**config.mk**
```make
export PLATFORM = sky130hd
export DESIGN_NAME = fwd_unit
export DESIGN_NICKNAME = d
export VERILOG_FILES = /design/src/rtl/fwd_pkg.sv /design/src/rtl/fwd_select.sv /design/src/rtl/hazard_detect.sv /design/src/rtl/split_rf.sv /design/src/rtl/fwd_unit.sv
export SDC_FILE = /design/constraint.sdc
export NUM_CORES = 2
export LEC_CHECK = 0
export BUFFER_PORTS_ARGS = -buffer_cell sky130_fd_sc_hd__buf_2
export CAP_MARGIN = 25
export CORE_UTILIZATION = 50
export CTS_CLUSTER_SIZE = 40
export DETAILED_ROUTE_END_ITERATION = 16
export GPL_TIMING_DRIVEN = 0
export PLACE_DENSITY = 0.66
export SYNTH_ARGS = -nofsm -noshare
export SYNTH_HDL_FRONTEND = slang
export SYNTH_HIERARCHICAL = 1
export SYNTH_SLANG_ARGS = --single-unit
```
**constraint.sdc**
```tcl
create_clock -name clk -period 5.17 [get_ports clk]
set_clock_uncertainty 0.05 [all_clocks]
set_input_delay 0.517 -clock clk [delete_from_list [all_inputs] [get_ports clk]]
set_output_delay 0.517 -clock clk [all_outputs]
set_load 0.03 [all_outputs]
```
**src/rtl/fwd_pkg.sv**
```systemverilog
package fwd_pkg;

  typedef enum logic [1:0] {
    SRC_RF = 2'b00,
    SRC_MA = 2'b01,
    SRC_WB = 2'b10
  } opsrc_e;

  // Younger stage wins when both stages hold the wanted register
  function automatic opsrc_e pick_src(input logic ma_hit, input logic wb_hit);
    if (ma_hit)      return SRC_MA;
    else if (wb_hit) return SRC_WB;
    else             return SRC_RF;
  endfunction

endpackage

```
**src/rtl/fwd_select.sv**
```systemverilog
module fwd_select
  import fwd_pkg::*;
#(
  parameter int AW     = 5,
  parameter bit FWD_EN = 1'b1
) (
  input  logic          clk,
  input  logic          rst_n,
  input  logic [AW-1:0] rs,
  input  logic [AW-1:0] ma_rd,
  input  logic          ma_we,
  input  logic [AW-1:0] wb_rd,
  input  logic          wb_we,
  output opsrc_e        sel
);

  function automatic logic dest_hit(input logic [AW-1:0] src,
                                    input logic [AW-1:0] dst,
                                    input logic          we);
    return we && (dst == src) && (src != '0);
  endfunction

  logic hit_ma;
  logic hit_wb;

  assign hit_ma = dest_hit(rs, ma_rd, ma_we);
  assign hit_wb = dest_hit(rs, wb_rd, wb_we);

  always_comb begin
    if (FWD_EN) sel = pick_src(hit_ma, hit_wb);
    else        sel = SRC_RF;
  end

  a_r3_younger_first: assert property (@(posedge clk) disable iff (!rst_n)
    (sel == SRC_WB) |-> !(ma_we && ma_rd == rs));

  a_r4_reg0_unbypassed: assert property (@(posedge clk) disable iff (!rst_n)
    (rs == '0) |-> (sel == SRC_RF));

  a_r1_ma_sel_has_writer: assert property (@(posedge clk) disable iff (!rst_n)
    (sel == SRC_MA) |-> (ma_we && rs != '0));

endmodule

```
**src/rtl/hazard_detect.sv**
```systemverilog
module hazard_detect #(
  parameter int AW     = 5,
  parameter bit FWD_EN = 1'b1
) (
  input  logic          clk,
  input  logic          rst_n,
  input  logic [AW-1:0] id_rs1,
  input  logic [AW-1:0] id_rs2,
  input  logic [AW-1:0] ex_rd,
  input  logic          ex_we,
  input  logic          ex_load,
  input  logic [AW-1:0] ma_rd,
  input  logic          ma_we,
  output logic          stall
);

  function automatic logic reads_dest(input logic [AW-1:0] s1,
                                      input logic [AW-1:0] s2,
                                      input logic [AW-1:0] dst,
                                      input logic          we);
    return we && (dst != '0) && ((s1 == dst) || (s2 == dst));
  endfunction

  logic dep_ex;
  logic dep_ma;
  logic load_use;

  assign dep_ex   = reads_dest(id_rs1, id_rs2, ex_rd, ex_we);
  assign dep_ma   = reads_dest(id_rs1, id_rs2, ma_rd, ma_we);
  assign load_use = dep_ex && ex_load;

  // Forwarding covers everything except a load one slot ahead;
  // without it, the split-cycle file covers only the write-back slot
  always_comb begin
    if (FWD_EN) stall = load_use;
    else        stall = dep_ex || dep_ma;
  end

  a_r4_no_stall_on_r0: assert property (@(posedge clk) disable iff (!rst_n)
    stall |-> (id_rs1 != '0 || id_rs2 != '0));

  a_r6_stall_needs_load: assert property (@(posedge clk) disable iff (!rst_n)
    (FWD_EN && stall) |-> (ex_load && ex_we));

  a_r7_stall_needs_writer: assert property (@(posedge clk) disable iff (!rst_n)
    stall |-> (ex_we || ma_we));

endmodule

```
**src/rtl/split_rf.sv**
```systemverilog
module split_rf #(
  parameter int AW   = 5,
  parameter int XLEN = 32
) (
  input  logic            clk,
  input  logic            rst_n,
  input  logic            wr_en,
  input  logic [AW-1:0]   wr_addr,
  input  logic [XLEN-1:0] wr_data,
  input  logic [AW-1:0]   rd_addr [2],
  output logic [XLEN-1:0] rd_data [2]
);

  localparam int NREG = 1 << AW;

  logic [XLEN-1:0] mem [NREG];
  logic            wr_live;

  assign wr_live = wr_en && (wr_addr != '0);

  always_ff @(posedge clk or negedge rst_n) begin
    if (!rst_n) begin
      for (int i = 0; i < NREG; i++) mem[i] <= '0;
    end else if (wr_live) begin
      mem[wr_addr] <= wr_data;
    end
  end

  // Write in the first half-cycle, read in the second: a read of the
  // register being written sees the incoming value
  function automatic logic [XLEN-1:0] read_port(input logic [AW-1:0] a,
                                                input logic [XLEN-1:0] stored);
    if (a == '0)                        return '0;
    else if (wr_live && wr_addr == a)   return wr_data;
    else                                return stored;
  endfunction

  for (genvar p = 0; p < 2; p++) begin : g_rd
    assign rd_data[p] = read_port(rd_addr[p], mem[rd_addr[p]]);

    a_r5_zero_reads_zero: assert property (@(posedge clk) disable iff (!rst_n)
      (rd_addr[p] == '0) |-> (rd_data[p] == '0));

    a_r5_write_persists: assert property (@(posedge clk) disable iff (!rst_n)
      ($past(rst_n) && $past(wr_en) && $past(wr_addr) != '0 &&
       rd_addr[p] == $past(wr_addr) && !(wr_en && wr_addr == rd_addr[p]))
      |-> (rd_data[p] == $past(wr_data)));
  end

endmodule

```
**src/rtl/fwd_unit.sv**
```systemverilog
module fwd_unit
  import fwd_pkg::*;
#(
  parameter int AW     = 5,
  parameter int XLEN   = 32,
  parameter bit FWD_EN = 1'b1
) (
  input  logic            clk,
  input  logic            rst_n,
  input  logic [AW-1:0]   id_rs1,
  input  logic [AW-1:0]   id_rs2,
  input  logic [AW-1:0]   ex_rs1,
  input  logic [AW-1:0]   ex_rs2,
  input  logic [AW-1:0]   ex_rd,
  input  logic            ex_we,
  input  logic            ex_load,
  input  logic [AW-1:0]   ma_rd,
  input  logic            ma_we,
  input  logic [AW-1:0]   wb_rd,
  input  logic            wb_we,
  input  logic [XLEN-1:0] wb_data,
  output logic [1:0]      opa_sel,
  output logic [1:0]      opb_sel,
  output logic            stall,
  output logic [XLEN-1:0] id_opa,
  output logic [XLEN-1:0] id_opb
);

  logic [AW-1:0]   ex_src [2];
  logic [AW-1:0]   id_src [2];
  logic [XLEN-1:0] id_val [2];
  opsrc_e          op_sel [2];

  assign ex_src[0] = ex_rs1;
  assign ex_src[1] = ex_rs2;
  assign id_src[0] = id_rs1;
  assign id_src[1] = id_rs2;

  for (genvar k = 0; k < 2; k++) begin : g_opnd
    fwd_select #(.AW(AW), .FWD_EN(FWD_EN)) u_sel (
      .clk   (clk),
      .rst_n (rst_n),
      .rs    (ex_src[k]),
      .ma_rd (ma_rd),
      .ma_we (ma_we),
      .wb_rd (wb_rd),
      .wb_we (wb_we),
      .sel   (op_sel[k])
    );
  end

  assign opa_sel = op_sel[0];
  assign opb_sel = op_sel[1];

  hazard_detect #(.AW(AW), .FWD_EN(FWD_EN)) u_haz (
    .clk     (clk),
    .rst_n   (rst_n),
    .id_rs1  (id_rs1),
    .id_rs2  (id_rs2),
    .ex_rd   (ex_rd),
    .ex_we   (ex_we),
    .ex_load (ex_load),
    .ma_rd   (ma_rd),
    .ma_we   (ma_we),
    .stall   (stall)
  );

  split_rf #(.AW(AW), .XLEN(XLEN)) u_rf (
    .clk     (clk),
    .rst_n   (rst_n),
    .wr_en   (wb_we),
    .wr_addr (wb_rd),
    .wr_data (wb_data),
    .rd_addr (id_src),
    .rd_data (id_val)
  );

  assign id_opa = id_val[0];
  assign id_opb = id_val[1];

  a_r7_off_means_rf: assert property (@(posedge clk) disable iff (!rst_n)
    !FWD_EN |-> (opa_sel == 2'b00 && opb_sel == 2'b00));

endmodule

```
== Word-level counts from Yosys, hierarchy flattened ==
Index checks and enable logic that the tools add are counted.

* Magnitude comparators: 4
* Equal/unequal tests: 8
* Muxes and demuxes: 17
* Bitwise logic cells: 3
* Reductions and logical operators: 22

{| class="wikitable"
|+ Operator list
! kind !! number
|-
| 1024-bit bitwise mux || 1
|-
| 32-bit binary-select mux with 5-bit select || 2
|-
| 32-bit 2-to-1 mux || 9
|-
| 32-bit demux with 5-bit select || 1
|-
| 5-bit == test || 8
|-
| 5-bit nonzero test || 4
|-
| 6-bit greater-or-equal comparator (second input constant) || 3
|-
| 5-bit inverter with 6-bit output || 3
|-
| 1-bit logical AND || 15
|-
| 5-bit zero test || 2
|-
| 2-bit 2-to-1 mux || 4
|-
| 6-bit by 1-bit less-than comparator with 1-bit output (second input constant) || 1
|-
| 1-bit logical OR || 1
|}

* Flip-flop bits (word level): 1024
* Bits of input ports: 73
* Output and inout bits: 69
* Logic and storage cells: 86

== Longest topological paths before layout ==
* Depth after elaboration: 6
* Mapped depth: 10
* Gate-level depth less buffers: 5

== Modules after synthesis ==
Netlist, hierarchy kept.

{| class="wikitable"
|+ By module, submodules not included
! module !! times used !! cells an instance !! area an instance (um^2) !! seq. area each (um^2)
|-
| split_rf || 1 || 3900 || 55605.8 || 25624.6
|-
| fwd_select || 2 || 19 || 146.4 || 0.0
|-
| hazard_detect || 1 || 17 || 132.6 || 0.0
|}

== Least setup slack after synthesis ==
Ideal clock, no wire load.

* Kind: input-to-output
* Start: input port id_rs1[0]
* End: output port id_opa[17]
* Arrival time: 2779 ps
* Data required time: 4603 ps
* Slack: 1824 ps
* Cell stages on the path: 8
* Buffers on the path: 3
* Cells stage by stage: buf_4 -> buf_6 -> buf_6 -> mux2i_1 -> a221oi_1 -> a21oi_1 -> o21a_1 -> o311ai_0

* Cells in the longest elaborated chain, start to end: 6
* Elaborated cells on any way between the ends: 9
* Classes of those cells: eq/ne (1); mux (5); bitwise (1); reduce/logical (2)

{| class="wikitable"
|+ RTL lines
! element !! RTL line !! source
|-
| start: declaration || fwd_unit.sv:10 || <nowiki>input logic [AW-1:0] id_rs1,</nowiki>
|-
| 5-bit inverter with 6-bit output (implied by the code) || split_rf.sv:39 || <nowiki>assign rd_data[p] = read_port(rd_addr[p], mem[rd_addr[p]]);</nowiki>
|-
| 32-bit binary-select mux with 5-bit select || split_rf.sv:39 ||
|-
| 32-bit 2-to-1 mux (implied by the code) (2 in series) || split_rf.sv:39 ||
|-
| 32-bit 2-to-1 mux || split_rf.sv:34 || <nowiki>else if (wr_live && wr_addr == a) return wr_data;</nowiki>
|-
| 32-bit 2-to-1 mux * || split_rf.sv:33 || <nowiki>if (a == '0) return '0;</nowiki>
|-
| end: declaration || fwd_unit.sv:25 || <nowiki>output logic [XLEN-1:0] id_opa,</nowiki>
|}

Every way passes the cells marked *; elsewhere a longest branch is shown, timed or not. The select of a mux whose other input is x is not followed.

== Worst setup path in the final report ==
* Start: input port id_rs2[4]
* End: output port id_opb[26]

* Cells in the longest elaborated chain, start to end: 6
* Elaborated cells on any way between the ends: 9
* Classes of those cells: eq/ne (1); mux (5); bitwise (1); reduce/logical (2)

{| class="wikitable"
|+ RTL lines
! element !! RTL line !! source
|-
| start: declaration || fwd_unit.sv:11 || <nowiki>input logic [AW-1:0] id_rs2,</nowiki>
|-
| 5-bit inverter with 6-bit output (implied by the code) || split_rf.sv:39 ||
|-
| 32-bit binary-select mux with 5-bit select || split_rf.sv:39 ||
|-
| 32-bit 2-to-1 mux (implied by the code) (2 in series) || split_rf.sv:39 ||
|-
| 32-bit 2-to-1 mux || split_rf.sv:34 ||
|-
| 32-bit 2-to-1 mux * || split_rf.sv:33 ||
|-
| end: declaration || fwd_unit.sv:26 || <nowiki>output logic [XLEN-1:0] id_opb</nowiki>
|}

Marks and branches as above.

==> results.txt <==
----------------------------------------------------
[Layout]
  Number of fillers in the final layout ... just over 9,000
  Number of flip-flops in the largest register ... between 1,000 and 1,500
  Nets ... between 4,000 and 5,000
  Layout area overhead ... 13.9%
  Post-route insts no fill ... 5,892
  Most flops, register ... u_rf/mem
  Area occupied by multi-input gates ... between 20,000 and 30,000 um^2
  Layout cells sized above 1 ... 0.449
  End-of-flow core utilization ... 0.576
  Design Area, Final ... between 60,000 and 70,000 um^2
  Flip-flop and latch area ... around 26,000 um^2
  Biggest registers after layout ... u_rf/mem: 1024 flops

[Setup path]
  Type of destination of the critical path ... output port
  Max stage delay on crit path ... roughly 0.92 ns
  Kind of start point of the critical path ... primary input
  CP Cell Sequence ... buf_2 -> buf_2 -> buf_4 -> clkbuf_1 -> nand2_1 -> a211oi_1 -> o32ai_1 -> a31oi_1 -> buf_2
  Arrival time of data at the critical path endpoint ... 4.82 ns
  Crit-path max FO ... 10
  Critical path required time ... about 4.6 ns
  Slowest library cell on the worst path ... sky130_fd_sc_hd__a211oi_1
  Worst Path Class, Setup ... in2out
  Most frequent cell on the critical path ... sky130_fd_sc_hd__buf_2

[Min path]
  Classification of the worst-slack hold path ... in2reg

[Placed design]
  Final weighted congestion in routability-driven placement ... around 1.1
  HPWL reported at the end of detailed placement ... approximately 200 mm
  Port Buf Inserts ... around 140
  Placed Area ... around 60,000 um^2
  Placed Cells incl. Taps ... ~5,600

[Yosys]
  Number of distinct standard cells referenced by the synthesized netlist ... 70
  Number of synthesized register bits ... 1,024
  Count of flip-flops with a built-in enable after synthesis ... 0
  Mean cell area of the mapped netlist ... about 14 um^2
  Most area-consuming cells after synthesis ... sky130_fd_sc_hd__dfrtp_1, sky130_fd_sc_hd__mux2_2, sky130_fd_sc_hd__mux4_2
  Proportion of netlist area held by the largest area contributor ... 0.457
  Cells after synthesis ... 3,955
  Synthesized cell area ... between 50,000 and 60,000 um^2
  Commonest register cell after synthesis ... sky130_fd_sc_hd__dfrtp_1
  Yosys Warn Count ... 6
  Top cell type by total area after synthesis ... sky130_fd_sc_hd__dfrtp_1
  Most common cell in the netlist ... sky130_fd_sc_hd__dfrtp_1
  Top cells by instance count after synthesis ... sky130_fd_sc_hd__dfrtp_1, sky130_fd_sc_hd__mux2_2, sky130_fd_sc_hd__mux4_2, sky130_fd_sc_hd__mux2i_1, sky130_fd_sc_hd__clkbuf_1
  Syn_nets ... ~4,000
  Post-synthesis async set-or-reset flop share ... 1.00
  Sequential area share after synthesis ... 0.457

[Clock network]
  Clock sink total ... roughly 1,000
  CTS tree ... built
  Clock latency of the later-clocked register in the worst-skew pair ... 0.72 ns
  Clock slew at reported path FFs ... roughly 0.06 ns
  H-tree levels ... 3
  Buffers inserted by post-CTS timing repair ... 0
  CTS Buf Count ... around 120
  Maximum buffer depth of the clock tree ... 3
  Buffer type at the clock tree root ... sky130_fd_sc_hd__clkbuf_16

[STA]
  Worst slew margin relative to its limit ... 0.158
  Final period util ... 1.04
  Peak clock frequency supported by timing ... approximately 0.19 GHz
  Final hold slack ... just under 0.09 ns
  Slew at the pin with the worst max-slew slack ... between 1 and 1.5 ns
  RSZ-0062 raised after global routing ... false
  Max-slew violations ... 0
  Least setup slack across all paths after layout ... -0.214 ns
  Final setup viols ... 7
  Final min period ... 5.38 ns
  Hold violation count in the final report ... 0

[Power and ir drop]
  Ratio of total power to cell area ... ~400 nW/um^2
  Logic pwr share ... 0.243
  Worst VDD drop ... between 0.0003 and 0.0004 V
  Switching power share of the total ... 0.318
  Internal power ... about 18 mW
  Part of the power in the clock network ... 0.339
  Part of the total power dissipated in sequential elements ... 0.418
  P_sw ... between 8 and 9 mW
  Static power due to leakage ... 28.1 nW

[Drt]
  Number of vias in the routed layout ... roughly 45,000
  Total DRC errors in the routed layout ... 0
  Count of nets left with antenna violations after detail routing ... 0
  Number of DRC markers in iteration 0 ... 7,879
  Wire length per cell ... 48.6 um
  Detailed Route WL ... approximately 290 mm
  Routed via count divided by cell count ... 7.61
  Total iterations of the first detailed-routing run ... 6

[Flow run]
  Max-cap violations ... 0

[Global route]
  Overall fraction of global-route tracks in use ... 0.506
  Total gr overflow ... 0
  Initial antenna violation count ... 29
  Via count of the first global-routing pass ... approximately 41,000
  Largest net degree at the start of global routing ... roughly 160
  Wire length of the first global-routing pass ... between 300 and 400 mm

[Floorplanning]
  Width of the die ... roughly 340 um
  Core region area ... 111,000 um^2
  Number of core rows ... ~120
  IO Pins ... around 140
  Area of the die ... between 100,000 and 150,000 um^2
  Effective utilization at floorplan ... 0.506
  Die height ... around 340 um

[Status]
  Status ... finished with violations
  Violated checks ... negative setup slack

----------------------------------------------------
[worst max-delay path, delay by kind of cell]
family | cells | cell delay [ns]
buf+inv | 5 | 1.83
compound gates | 3 | 1.75
simple gates | 1 | 0.68
[what timing repair did]
item / 4_1_cts / 5_1_grt
gates resized for setup: 1 / 1
hold buffers: 1 / 0
endpoints found under the hold margin: 57 / 0
pin swaps: 0 / 0
endpoints found under the setup margin: 1 / 1
[final timing paths]
| check | end | slack [ns] | from | depth (start not counted) |
|---|---|---|---|---|
| max in group asynchronous | u_rf/mem[931]$_DFFE_PN0P_ | 2.44 | rst_n | 5 |
| max reg2reg | u_rf/mem[132]$_DFFE_PN0P_ | 4.14 | u_rf/mem[132]$_DFFE_PN0P_ | 1 |
| max | id_opb[26] | -0.21 | id_rs2[4] | 9 |
| min in group asynchronous | u_rf/mem[126]$_DFFE_PN0P_ | 0.23 | rst_n | 2 |
| min reg2reg | u_rf/mem[997]$_DFFE_PN0P_ | 0.43 | u_rf/mem[997]$_DFFE_PN0P_ | 1 |
| min | u_rf/mem[14]$_DFFE_PN0P_ | 0.09 | wb_data[14] | 2 |
[cells by family after synthesis]
logic type                count (synthesis)  share of synthesized area
AOI/OAI and AO/OA                       489                     0.0628
DFF                                    1024                      0.457
buffers and inverters                   452                     0.0428
and+or+nand+nor                         283                     0.0256
muxes                                  1667                      0.405
xor gates and xnor gates                 40                    0.00625
[placed cells by master, fill, tap and decap left out, types with 18 or more instances in the layout]
cell type	instances
sky130_fd_sc_hd__a21oi_1	65
sky130_fd_sc_hd__a221o_1	26
sky130_fd_sc_hd__a221oi_1	71
sky130_fd_sc_hd__a22oi_1	57
sky130_fd_sc_hd__buf_1	54
sky130_fd_sc_hd__buf_2	237
sky130_fd_sc_hd__buf_4	26
sky130_fd_sc_hd__buf_6	41
sky130_fd_sc_hd__buf_8	41
sky130_fd_sc_hd__clkbuf_1	230
sky130_fd_sc_hd__clkbuf_16	118
sky130_fd_sc_hd__clkbuf_8	31
sky130_fd_sc_hd__clkinv_2	27
sky130_fd_sc_hd__dfrtp_1	1024
sky130_fd_sc_hd__diode_2	28
sky130_fd_sc_hd__mux2_2	1009
sky130_fd_sc_hd__mux2i_1	285
sky130_fd_sc_hd__mux4_1	24
sky130_fd_sc_hd__mux4_2	349
sky130_fd_sc_hd__nand2_1	60
sky130_fd_sc_hd__nand2b_1	26
sky130_fd_sc_hd__nor2_1	58
sky130_fd_sc_hd__nor2b_1	18
sky130_fd_sc_hd__nor3_1	49
sky130_fd_sc_hd__o21ai_0	56
sky130_fd_sc_hd__o22ai_1	85
sky130_fd_sc_hd__xnor2_1	25
[stage by stage]
step / power [mW] / setup TNS [ns] / setup slack (ns)
after global routing: 26.2 / 0 / 0.0928
after global placement: 16.4 / - / -19.53
after CTS: 25.2 / 0 / 0.0396
after detailed placement: 16.7 / -0.000880 / -0.000880
final: 25.7 / -1.07 / -0.214
after floorplan: 14.2 / 0 / 1.82
[power by group through the flow]
stage               Sequential [mW]  Clock (mW)  Combinational [mW]
finish                         10.7        8.70                6.25
global route                   10.9        9.01                6.30
CTS                            10.7        8.70                5.90
detailed placement             10.8           0                5.87
global placement               10.7           0                5.69
floorplan                      10.4           0                3.80
[metal layers]
metal  part of all wire  GRT usage  vias up
met5             0.0013     0.0179        -
met4              0.081      0.336       18
met3               0.18      0.314     1043
met2               0.38      0.631     4131
met1               0.36      0.639    23700
li1                   -          -    16000
[layout make-up]
type | instances | share of cell area
Clock buffer | 171 | 0.0542
Timing Repair Buffer | 207 | 0.0291
Tap cell | 1488 | 0.0292
Antenna cell | 28 | 0.00110
Buffer | 446 | 0.0376
Multi-Input combinational cell | 2479 | 0.439
Sequential cell | 1024 | 0.401
Clock inverter | 43 | 0.00794
Inverter | 6 | 0.000353
Power figures use the tool's default switching activity.
